`src/rtl/latched_line_decoder.sv`:
```
module latched_line_decoder #(
  parameter int CODE_W = 4,
  parameter bit ACTIVE_LOW = 1'b0,
  localparam int LINES = 1 << CODE_W
) (
  input  logic              clk,
  input  logic              rst,
  input  logic [CODE_W-1:0] sel_code,
  input  logic              load_en,
  input  logic              blank,
  output logic [LINES-1:0]  lines
);

  logic [CODE_W-1:0] held;

  always_ff @(posedge clk) begin
    if (rst)          held <= '0;
    else if (load_en) held <= sel_code;
  end

  genvar i;
  generate
    for (i = 0; i < LINES; i++) begin : g_line
      logic hit;
      assign hit = !blank && (held == CODE_W'(i));
      if (ACTIVE_LOW) begin : g_low
        assign lines[i] = ~hit;
      end else begin : g_high
        assign lines[i] = hit;
      end
    end
  endgenerate

endmodule

```
`config.mk`:
```
export PLATFORM = sky130hd
export DESIGN_NAME = latched_line_decoder
export DESIGN_NICKNAME = d
export VERILOG_FILES = /design/src/rtl/latched_line_decoder.sv
export SDC_FILE = /design/constraint.sdc
export NUM_CORES = 1
export LEC_CHECK = 0
export CAP_MARGIN = 20
export CORE_AREA = 5 5 42 44
export DETAILED_ROUTE_END_ITERATION = 16
export DIE_AREA = 0 0 47 49
export HOLD_SLACK_MARGIN = 0.15
export PLACE_DENSITY = 0.69
export SLEW_MARGIN = 10
export SYNTH_ARGS = -nofsm -noshare
export SYNTH_HDL_FRONTEND = slang
export SYNTH_SLANG_ARGS = --single-unit
```
`constraint.sdc`:
```
create_clock -name clk -period 1.47 [get_ports clk]
set_clock_uncertainty 0.15 [all_clocks]
set_input_delay 0.294 -clock clk [delete_from_list [all_inputs] [get_ports clk]]
set_output_delay 0.294 -clock clk [all_outputs]
set_load 0.1 [all_outputs]
```
==> metrics.yaml <==
outcome:
  outcome: "finished with violations"
  violations: "setup timing"
grt:
  antenna_found_initial: 0
  grt_max_degree: 6
  grt-ovfl-total: 0
  grt_pass1_vias: 374
  grt_usage_pct: 9.238
  grt_pass1_wl_um: 1587
synthesis:
  synth.area.top_cells: "buf_4 (32%), dfxtp_1 (22%), nor2_1 (16%)"
  yosys.area.top_type: "buf_4"
  ys_seq_elements: 4
  yosysWarningCount: 0
  synth_top_area_share_pct: 32.32
  synthAdderAreaFrac_pct: 0
  synth-simple-area-share_pct: 34.34
  syn-num-nets: 60
  yosysSeqAreaShare_pct: 21.55
  syn_inst: 52
  synth-compound-area-share_pct: 0
  synth_mux_area_share_pct: 10.77
  synth_xor_area_share_pct: 0
  ys_types: 11
  synth_top_family_by_area: "simple AND/OR/NAND/NOR gates"
  syn_area_per_cell_sq_um: 7.146
  syn-cell-area_sq_um: 371.6
clocking:
  cts_sinks: 4
  cts_root_buffer: "clkbuf_4"
  clock_latency_ps: 230
  cts_tree: "done"
  cts_max_level: 1
  numCtsBuffers: 3
  clock_path_buffers: 2
  cts_hold_buf: 0
  clk_pin_slew_ps: 40
layout:
  area_growth_pct: 142.8
  layout_common_cells: "buf_12 (17), nor2_4 (11), clkdlybuf4s50_1 (6), buf_4 (6)"
  reg_top3: "held: 4 flops"
  multi_input_area_sq_um: 314.1
  nNetsFinal: 79
  layout-drive-gt1-share_pct: 76.81
  final_common_cell: "buf_12"
  num_antenna_cells: 0
  seq_area_sq_um: 83.83
  n_fill_cell: 108
  regMostFlops: "held"
  largest_reg_flops: 4
routing:
  viasPerCell: 4.459
  wl_per_cell_um: 11.67
  vias: 379
  wl_um: 992
  drt_iter0_markers: 3
  drc_errors: 0
  drtPass1Iterations: 3
  antenna_left: 0
floorplan:
  die_h_um: 49
  dieArea_sq_um: 2303
  start_util_pct: 26.52
  die_w_um: 47
  core_area_sq_um: 1401
  rows: 14
  io_pins: 24
power_and_ir_drop:
  p_leak_nw: 0.3272
  p_per_area_nw_per_um2: 504.4
  vdd_drop_max_mv: 0.4435
placed_design:
  dpl.hpwl_um: 738.8
  place_congestion: 0.6501
  io_buffer_count: 23
sta:
  setup_ws_ps: -408.6
  post-route-period-util_pct: 127.8
  setup_tns_ps: -4857
  hold_violations: 0
  fmax_mhz: 532.3
  tightestPinTransition_ps: 235.0
  fin_hold_ws_ps: 386.8
  report.final.slew_viol_count: 0
  rsz0062_at_grt: "yes"
  setup_viol: 16
  max_slew_margin_pct: 84.28
  min_period_ps: 1879
worst_setup_path:
  path_class: "reg -> out"
  critPathLaunchType: "register"
  arrival_ps: 1430
  endpoint_kind: "output port"
  critPathRequiredTime_ps: 1030
  path_max_fanout: 5
run:
  maxCapViolCount: 0
min_path:
  min_path_type: "reg -> reg"
-- metrics by stage --
step,util [%],instances,power (mW),instance area [sq um],setup WS [ps]
2_1_floorplan,-,52,0.2360,494.2,-84.60
3_3_place_gp,52.14,78,0.2836,730.7,-556.4
3_5_place_dp,52.14,78,0.2867,730.7,-570.0
4_1_cts,62.50,85,0.4500,875.8,-428.9
5_1_grt,64.38,85,0.4678,902.1,-443.5
6_report,64.38,85,0.4550,902.1,-408.6
-- cell usage after synthesis --
library cell / count
nor3_1: 4
clkbuf_1: 1
nand3b_1: 1
dfxtp_1: 4
or3b_1: 2
buf_4: 16
nand2b_1: 2
or3_1: 1
nor2_1: 16
mux2i_1: 4
nand2_1: 1
-- routing by layer --
layer	share of wire, %	up-vias	track usage, %	wire [um]
met5	0	-	0	0
met4	1.9	0	5.530	19
met3	11	2	2.583	107
met2	56	18	15.61	556
met1	31	170	9.492	308
li1	-	189	-	-
-- final cells by class --
type | instances | share of cell area [%]
clock buffer | 3 | 2.497
multi-input combinational | 31 | 34.81
sequential | 4 | 9.293
tap | 16 | 2.219
timing repair buffer | 31 | 51.18
-- critical path, cell delays in order, from the launching register on --
cell	delay, ps
dfxtp_2	350
or3b_4	430
buf_12	150
nor2_4	90
buf_12	180
-- cell families after synthesis --
| family | after synthesis |
|---|---|
| buffers and inverters | 17 |
| multiplexers | 4 |
| flip-flops | 4 |
| AND/OR/NAND/NOR | 27 |
-- worst paths after layout --
kind / from / to / slack [ps] / depth (start not counted)
worst min register to register: held[2] / held[2] / 390 / 2
worst max-delay path: held[1] / lines[10] / -410 / 4
worst min-delay path: held[2] / held[2] / 390 / 2
worst max register to register: held[0] / held[0] / 450 / 3
-- what timing repair did --
item	CTS	global route
setup endpoints to repair	16	16
resized for setup	23	8
cloned	0	0
setup buffers	4	0
pin swaps	7	2
-- power breakdown --
group	switching, mW	total, mW	internal, mW
logic	0.113	0.193	0.0799
registers	0.00998	0.127	0.117
clock network	0.0439	0.135	0.0912
Note: power is estimated with default switching activity, not from simulation.
